File: src/rtl/simd_shift_pkg.sv
package simd_shift_pkg;
  typedef enum logic [2:0] {
    OP_SRL = 3'b010,
    OP_SRA = 3'b100,
    OP_SLL = 3'b110
  } shift_op_e;

  typedef enum logic [1:0] {
    LANE_16 = 2'b00,
    LANE_32 = 2'b01,
    LANE_64 = 2'b10
  } lane_e;

  typedef struct packed {
    logic      legal;
    shift_op_e op;
    logic      zero;
    logic [5:0] amt;
  } shift_cmd_t;
endpackage

File: src/rtl/shift_decode.sv
module shift_decode
  import simd_shift_pkg::*;
#(
  parameter int unsigned DATA_W = 64,
  localparam int unsigned CNT_W = $clog2(DATA_W)
) (
  input  logic [2:0]        op_i,
  input  logic [1:0]        lane_sel_i,
  input  logic              cnt_src_i,
  input  logic [DATA_W-1:0] cnt_i,
  output logic              legal_o,
  output shift_op_e         op_o,
  output logic              zero_o,
  output logic [CNT_W-1:0]  amt_o
);
  logic [DATA_W-1:0] cnt_eff;
  logic [DATA_W-1:0] lim;
  logic              over;
  logic              op_ok;
  logic              lane_ok;

  always_comb begin
    op_o  = shift_op_e'(op_i);
    op_ok = (op_i == OP_SRL) || (op_i == OP_SRA) || (op_i == OP_SLL);
    lane_ok = (lane_sel_i != 2'b11);
    legal_o = op_ok && lane_ok;
  end

  // limit = lane width - 1
  always_comb begin
    case (lane_sel_i)
      LANE_16: lim = DATA_W'((DATA_W >> 2) - 1);
      LANE_32: lim = DATA_W'((DATA_W >> 1) - 1);
      default: lim = DATA_W'(DATA_W - 1);
    endcase
  end

  assign cnt_eff = cnt_src_i ? {{(DATA_W-8){1'b0}}, cnt_i[7:0]} : cnt_i;
  assign over    = cnt_eff > lim;

  always_comb begin
    if (op_i == OP_SRA) begin
      zero_o = 1'b0;
      amt_o  = over ? lim[CNT_W-1:0] : cnt_eff[CNT_W-1:0];
    end else begin
      zero_o = over;
      amt_o  = cnt_eff[CNT_W-1:0];
    end
  end
endmodule

File: src/rtl/lane_shifter.sv
module lane_shifter
  import simd_shift_pkg::*;
#(
  parameter int unsigned DATA_W = 64,
  parameter int unsigned LANE_W = 16,
  localparam int unsigned CNT_W  = $clog2(DATA_W),
  localparam int unsigned NLANES = DATA_W / LANE_W
) (
  input  logic [DATA_W-1:0] data_i,
  input  shift_op_e         op_i,
  input  logic [CNT_W-1:0]  amt_i,
  output logic [DATA_W-1:0] res_o
);
  for (genvar l = 0; l < NLANES; l++) begin : g_lane
    logic [LANE_W-1:0] v;
    logic [LANE_W-1:0] r;
    assign v = data_i[l*LANE_W +: LANE_W];
    always_comb begin
      case (op_i)
        OP_SLL:  r = v << amt_i;
        OP_SRL:  r = v >> amt_i;
        default: r = $signed(v) >>> amt_i;
      endcase
    end
    assign res_o[l*LANE_W +: LANE_W] = r;
  end
endmodule

File: src/rtl/alias_regfile.sv
module alias_regfile #(
  parameter int unsigned ENTRIES = 8,
  parameter int unsigned SIG_W   = 64,
  parameter int unsigned EXP_W   = 16,
  parameter int unsigned TAG_W   = 16,
  localparam int unsigned IDX_W  = $clog2(ENTRIES)
) (
  input  logic             clk_i,
  input  logic             rst_ni,
  input  logic             sh_we_i,
  input  logic [IDX_W-1:0] sh_idx_i,
  input  logic [SIG_W-1:0] sh_sig_i,
  input  logic             fp_we_i,
  input  logic [IDX_W-1:0] fp_idx_i,
  input  logic [SIG_W-1:0] fp_sig_i,
  input  logic [EXP_W-1:0] fp_exp_i,
  input  logic [TAG_W-1:0] fp_tag_i,
  input  logic [IDX_W-1:0] fp_top_i,
  input  logic [IDX_W-1:0] src_idx_i,
  output logic [SIG_W-1:0] src_sig_o,
  input  logic [IDX_W-1:0] rd_idx_i,
  output logic [SIG_W-1:0] rd_sig_o,
  output logic [EXP_W-1:0] rd_exp_o,
  output logic [TAG_W-1:0] tag_o,
  output logic [IDX_W-1:0] top_o
);
  logic [SIG_W-1:0] sig_q [ENTRIES];
  logic [EXP_W-1:0] exp_q [ENTRIES];
  logic [TAG_W-1:0] tag_q;
  logic [IDX_W-1:0] top_q;

  for (genvar e = 0; e < ENTRIES; e++) begin : g_ent
    always_ff @(posedge clk_i or negedge rst_ni) begin
      if (!rst_ni) begin
        sig_q[e] <= '0;
        exp_q[e] <= '0;
      end else if (sh_we_i && sh_idx_i == IDX_W'(e)) begin
        sig_q[e] <= sh_sig_i;
        exp_q[e] <= '1;
      end else if (fp_we_i && fp_idx_i == IDX_W'(e)) begin
        sig_q[e] <= fp_sig_i;
        exp_q[e] <= fp_exp_i;
      end
    end
  end

  always_ff @(posedge clk_i or negedge rst_ni) begin
    if (!rst_ni) begin
      tag_q <= '0;
      top_q <= '0;
    end else if (sh_we_i) begin
      tag_q <= '0;
      top_q <= '0;
    end else if (fp_we_i) begin
      tag_q <= fp_tag_i;
      top_q <= fp_top_i;
    end
  end

  assign src_sig_o = sig_q[src_idx_i];
  assign rd_sig_o  = sig_q[rd_idx_i];
  assign rd_exp_o  = exp_q[rd_idx_i];
  assign tag_o     = tag_q;
  assign top_o     = top_q;
endmodule

File: src/rtl/simd_shift_unit.sv
module simd_shift_unit
  import simd_shift_pkg::*;
#(
  parameter int unsigned DATA_W  = 64,
  parameter int unsigned ENTRIES = 8,
  parameter int unsigned EXP_W   = 16,
  parameter int unsigned TAG_W   = 16,
  localparam int unsigned IDX_W  = $clog2(ENTRIES),
  localparam int unsigned CNT_W  = $clog2(DATA_W),
  localparam int unsigned NSIZES = 3
) (
  input  logic              clk_i,
  input  logic              rst_ni,
  input  logic              start_i,
  input  logic [5:0]        ctl_i,
  input  logic [1:0]        lane_sel_i,
  input  logic              cnt_src_i,
  input  logic [DATA_W-1:0] cnt_i,
  input  logic              fpw_en_i,
  input  logic [IDX_W-1:0]  fpw_idx_i,
  input  logic [DATA_W-1:0] fpw_sig_i,
  input  logic [EXP_W-1:0]  fpw_exp_i,
  input  logic [TAG_W-1:0]  fpw_tag_i,
  input  logic [IDX_W-1:0]  fpw_top_i,
  input  logic [IDX_W-1:0]  rd_idx_i,
  output logic [DATA_W-1:0] result_o,
  output logic              valid_o,
  output logic              illegal_o,
  output logic [DATA_W-1:0] rd_sig_o,
  output logic [EXP_W-1:0]  rd_exp_o,
  output logic [TAG_W-1:0]  tag_o,
  output logic [IDX_W-1:0]  top_o
);
  logic              legal;
  shift_op_e         op;
  logic              zero;
  logic [CNT_W-1:0]  amt;
  logic [DATA_W-1:0] src_sig;
  logic [DATA_W-1:0] lane_res [NSIZES];
  logic [DATA_W-1:0] shifted;
  logic [DATA_W-1:0] res_d;
  logic [IDX_W-1:0]  dst_idx;
  logic              sh_we;
  logic              fp_we;

  assign dst_idx = ctl_i[IDX_W-1:0];

  shift_decode #(.DATA_W(DATA_W)) u_dec (
    .op_i       (ctl_i[5:3]),
    .lane_sel_i (lane_sel_i),
    .cnt_src_i  (cnt_src_i),
    .cnt_i      (cnt_i),
    .legal_o    (legal),
    .op_o       (op),
    .zero_o     (zero),
    .amt_o      (amt)
  );

  for (genvar g = 0; g < NSIZES; g++) begin : g_size
    lane_shifter #(
      .DATA_W (DATA_W),
      .LANE_W (DATA_W >> (NSIZES - 1 - g))
    ) u_sh (
      .data_i (src_sig),
      .op_i   (op),
      .amt_i  (amt),
      .res_o  (lane_res[g])
    );
  end

  always_comb begin
    case (lane_sel_i)
      LANE_16: shifted = lane_res[0];
      LANE_32: shifted = lane_res[1];
      default: shifted = lane_res[2];
    endcase
    res_d = (!legal || zero) ? '0 : shifted;
  end

  assign sh_we = start_i && legal;
  assign fp_we = fpw_en_i && !start_i;  // a shift owns the file in its cycle

  alias_regfile #(
    .ENTRIES (ENTRIES),
    .SIG_W   (DATA_W),
    .EXP_W   (EXP_W),
    .TAG_W   (TAG_W)
  ) u_rf (
    .clk_i     (clk_i),
    .rst_ni    (rst_ni),
    .sh_we_i   (sh_we),
    .sh_idx_i  (dst_idx),
    .sh_sig_i  (res_d),
    .fp_we_i   (fp_we),
    .fp_idx_i  (fpw_idx_i),
    .fp_sig_i  (fpw_sig_i),
    .fp_exp_i  (fpw_exp_i),
    .fp_tag_i  (fpw_tag_i),
    .fp_top_i  (fpw_top_i),
    .src_idx_i (dst_idx),
    .src_sig_o (src_sig),
    .rd_idx_i  (rd_idx_i),
    .rd_sig_o  (rd_sig_o),
    .rd_exp_o  (rd_exp_o),
    .tag_o     (tag_o),
    .top_o     (top_o)
  );

  always_ff @(posedge clk_i or negedge rst_ni) begin
    if (!rst_ni) begin
      valid_o   <= 1'b0;
      illegal_o <= 1'b0;
      result_o  <= '0;
    end else begin
      valid_o <= start_i;
      if (start_i) begin
        illegal_o <= !legal;
        result_o  <= res_d;
      end
    end
  end
endmodule

File: config.mk
export PLATFORM = sky130hd
export DESIGN_NAME = simd_shift_unit
export DESIGN_NICKNAME = d
export VERILOG_FILES = /design/src/rtl/simd_shift_pkg.sv /design/src/rtl/shift_decode.sv /design/src/rtl/lane_shifter.sv /design/src/rtl/alias_regfile.sv /design/src/rtl/simd_shift_unit.sv
export SDC_FILE = /design/constraint.sdc
export NUM_CORES = 2
export LEC_CHECK = 0
export BUFFER_PORTS_ARGS = -buffer_cell sky130_fd_sc_hd__clkbuf_2
export CAP_MARGIN = 20
export CORE_UTILIZATION = 25
export CTS_BUF_LIST = sky130_fd_sc_hd__clkbuf_4
export CTS_CLUSTER_SIZE = 30
export DETAILED_ROUTE_END_ITERATION = 7
export PLACE_DENSITY = 0.41
export SYNTH_ARGS = -nofsm -noshare
export SYNTH_HDL_FRONTEND = slang
export SYNTH_HIERARCHICAL = 1
export SYNTH_SLANG_ARGS = --single-unit
export TNS_END_PERCENT = 30
File: constraint.sdc
create_clock -name clk_i -period 5.1 [get_ports clk_i]
set_input_delay 0.765 -clock clk_i [delete_from_list [all_inputs] [get_ports clk_i]]
set_output_delay 0.765 -clock clk_i [all_outputs]
set_load 0.005 [all_outputs]
==> flow_metrics.env <==
export IMPL_grt_total_usage=0.3229
export IMPL_place_hpwl_um=363000
export IMPL_yosysUniqueCellTypes=108
export IMPL_layout_area_overhead_vs_synth_pct=35.68
export IMPL_nets=10160
export IMPL_coreArea_sq_um=280400
export IMPL_path_class="in -> reg"
export IMPL_finalWorstSetupSlack_ns=0.05061
export IMPL_grt_pass1_wl_um=650800
export IMPL_setup_tns_final_ns=0
export IMPL_drt_vias_per_instance=5.747
export IMPL_synthCells=8015
export IMPL_seqCellArea_sq_um=18140
export IMPL_grt_remaining_overflow=0
export IMPL_final_util=0.3424
export IMPL_status="finished, final reports clean"
export IMPL_p_int_w=0.01917
export IMPL_p_leak_nw=43.39
export IMPL_slew_violations=0
export IMPL_gp_congestion=1.037
export IMPL_cp_required_ns=6.28
export IMPL_cts_max_path_buffers=4
export IMPL_hold_viol_final=0
export IMPL_async_flop_share=1.000
export IMPL_rsz0062_at_grt="false"
export IMPL_antenna_found_initial=46
export IMPL_avgSynthCellArea_sq_um=8.827
export IMPL_cp_end_kind="register"
export IMPL_path_clk_slew_ns=0.07
export IMPL_routed_wl_um=474400
export IMPL_worst_ep_arrival_time_ns=6.23
export IMPL_dpl_worst_slack_ns=-1.596
export IMPL_clkPwrFrac=0.175
export IMPL_switching_share=0.4401
export IMPL_drtIter0Drc=9232
export IMPL_placementRows=194
export IMPL_dieWidth_um=534.0
export IMPL_irDropWorstVdd_uv=162.1
export IMPL_drive_above_1_share=0.3871
export IMPL_power_density_nw_per_um2=356.7
export IMPL_cts_tree="built"
export IMPL_die_area_sq_um=285100
export IMPL_setup_viol=0
export IMPL_synth_fp_nets=8199
export IMPL_grt_max_degree=121
export IMPL_final_cell_area_sq_um=95990
export IMPL_synth_top_cell_area_share=0.2564
export IMPL_yosysTopAreaCell="dfrtp_1"
export IMPL_clock_latency_ns=1.39
export IMPL_synth_flop_cell="dfrtp_1"
export IMPL_cp_max_fo=23
export IMPL_synthTopCellsByArea="dfrtp_1 (26%), mux4_2 (18%), mux2i_1 (8.8%), nand2_1 (7.8%), mux2_2 (4.7%)"
export IMPL_hold_class="in -> reg"
export IMPL_root_buffer="clkbuf_4"
export IMPL_worstMarginPinSlew_ns=1.168
export IMPL_antenna_left=0
export IMPL_vias=79770
export IMPL_wl_per_cell_um=34.18
export IMPL_maxCapViolCount=0
export IMPL_synth_edf_count=0
export IMPL_grt_pass1_vias=78110
export IMPL_period_minus_slack_ns=5.049
export IMPL_multi_input_area_sq_um=47580
export IMPL_dr_pass1_iters=6
export IMPL_seqPwrFrac=0.233
export IMPL_htreeDepth=4
export IMPL_chipHeight_um=534.0
export IMPL_initial_core_util=0.2523
export IMPL_ys_seq_area_frac=0.2564
export IMPL_ys_ff_latch=725
export IMPL_placed_area_sq_um=92050
export IMPL_yosys_warnings=6
export IMPL_p_comb_frac=0.591
export IMPL_max_freq_ghz=0.1980
export IMPL_slew_headroom=0.2214
export IMPL_portBuffers=346
export IMPL_cp_start_kind="primary input"
export IMPL_skew_ns=0.1907
export IMPL_netlist_area_sq_um=70750
export IMPL_io_pin_count=347
export IMPL_hold_ws_ns=0.1691
export IMPL_fillCellCount=29330
export IMPL_cts_made_buffers=223
export IMPL_post_route_period_util=0.9901
export IMPL_drc=0
export IMPL_clock_sinks=725
export IMPL_p_switching_w=0.01507
[cells in the final DEF (no fill, tap or decap), types with 295 or more instances in the layout]
cell type / instances
nor2_1: 715
o21ai_0: 468
a31oi_1: 320
mux2_2: 295
mux4_2: 569
mux2i_1: 624
buf_4: 1980
clkbuf_2: 336
dfrtp_1: 725
nand2_1: 1465
clkbuf_4: 321
[metal layers]
layer  vias up  routed length, um  share of wire  global-route usage
met4        16              26580          0.056              0.1566
li1      33730                  -              -                   -
met1     40690             197600           0.42              0.4284
met2      4448             212000           0.45              0.5076
met5         -                 97        0.00020                   0
met3       889              38190          0.080             0.05497
[power by group through the flow]
stage               Clock (W)  Sequential, W  Combinational (W)
floorplan                   0        0.00771            0.00889
global placement            0        0.00795             0.0197
detailed placement          0        0.00803             0.0196
CTS                   0.00621        0.00795             0.0198
global route          0.00649        0.00813             0.0209
finish                0.00601        0.00798             0.0202
[flip-flops by register name (all words and copies together), names as in the netlist]
name	count
illegal_o	1
result_o	64
u_rf/exp_q	128
u_rf/sig_q	512
u_rf/tag_o	16
u_rf/top_o	3
valid_o	1
[critical path, stage by stage]
cell       delay (ns)
clkbuf_2         0.08
nor4_1           0.34
nand4_1          0.19
o41ai_2          0.38
buf_4            0.17
a21bo_4          0.25
nand2b_4         0.13
buf_4            0.23
buf_4            0.28
nor2b_1          0.48
buf_4            0.26
o2bb2ai_1        0.34
mux2i_1          0.24
buf_4            0.21
a2bb2oi_1        0.12
buf_4            0.15
o22ai_1          0.29
or3_1            0.17
a211oi_2         0.10
nor2_1           0.72
nor2_1           0.12
a31oi_1          0.17
[layout make-up]
cell class	instances	share of cell area
antenna	19	0.0004953
clock buffer	321	0.02510
clock inverter	64	0.003611
inverter	96	0.003793
multi-input combinational	6265	0.4956
sequential	725	0.1890
tap	3724	0.04854
timing repair buffer	2668	0.2338
[final timing paths]
check	startpoint	cells past startpoint	slack [ns]	end
setup / recovery	cnt_i[62]	22	0.05	u_rf/sig_q[302]
hold / removal	fpw_top_i[0]	4	0.17	u_rf/top_o[0]
setup reg to reg	u_rf/sig_q[243]	13	0.17	u_rf/sig_q[182]
hold reg to reg	u_rf/exp_q[78]	2	0.49	u_rf/exp_q[78]
max in group asynchronous	rst_ni	4	3.37	result_o[59]
min in group asynchronous	rst_ni	3	0.53	u_rf/exp_q[46]
[per-stage QoR]
stage	instances	power, W
final	13880	0.03424
after global placement	13370	0.02760
after global routing	13870	0.03548
after CTS	13860	0.03394
after detailed placement	13370	0.02764
after floorplan	8015	0.01660
[cells in the mapped netlist, types with 122 or more instances]
library cell	n
a21oi_1	277
a31oi_1	320
buf_2	258
buf_4	129
clkbuf_1	411
dfrtp_1	725
mux2_2	295
mux2i_1	625
mux4_2	569
nand2_1	1465
nand2b_1	122
nand3_1	281
nor2_1	719
o21ai_0	468
o22ai_1	132
[logic make-up after synthesis]
logic type               synth area share
adder cells (fa/ha/maj)         0.0003537
multiplexers                       0.3196
AO/OA/AOI/OAI                      0.1702
buffers and inverters             0.07407
flip-flops                         0.2564
AND/OR/NAND/NOR                    0.1794
[timing repair]
item,CTS,global route
endpoints found under the setup margin,9,6
endpoints found under the hold margin,961,0
buffers inserted,2,0
hold buffers,110,0
pin swaps,1,0
cloned,0,0
gates resized for setup,0,1
Note: power is estimated with default switching activity, not from simulation.
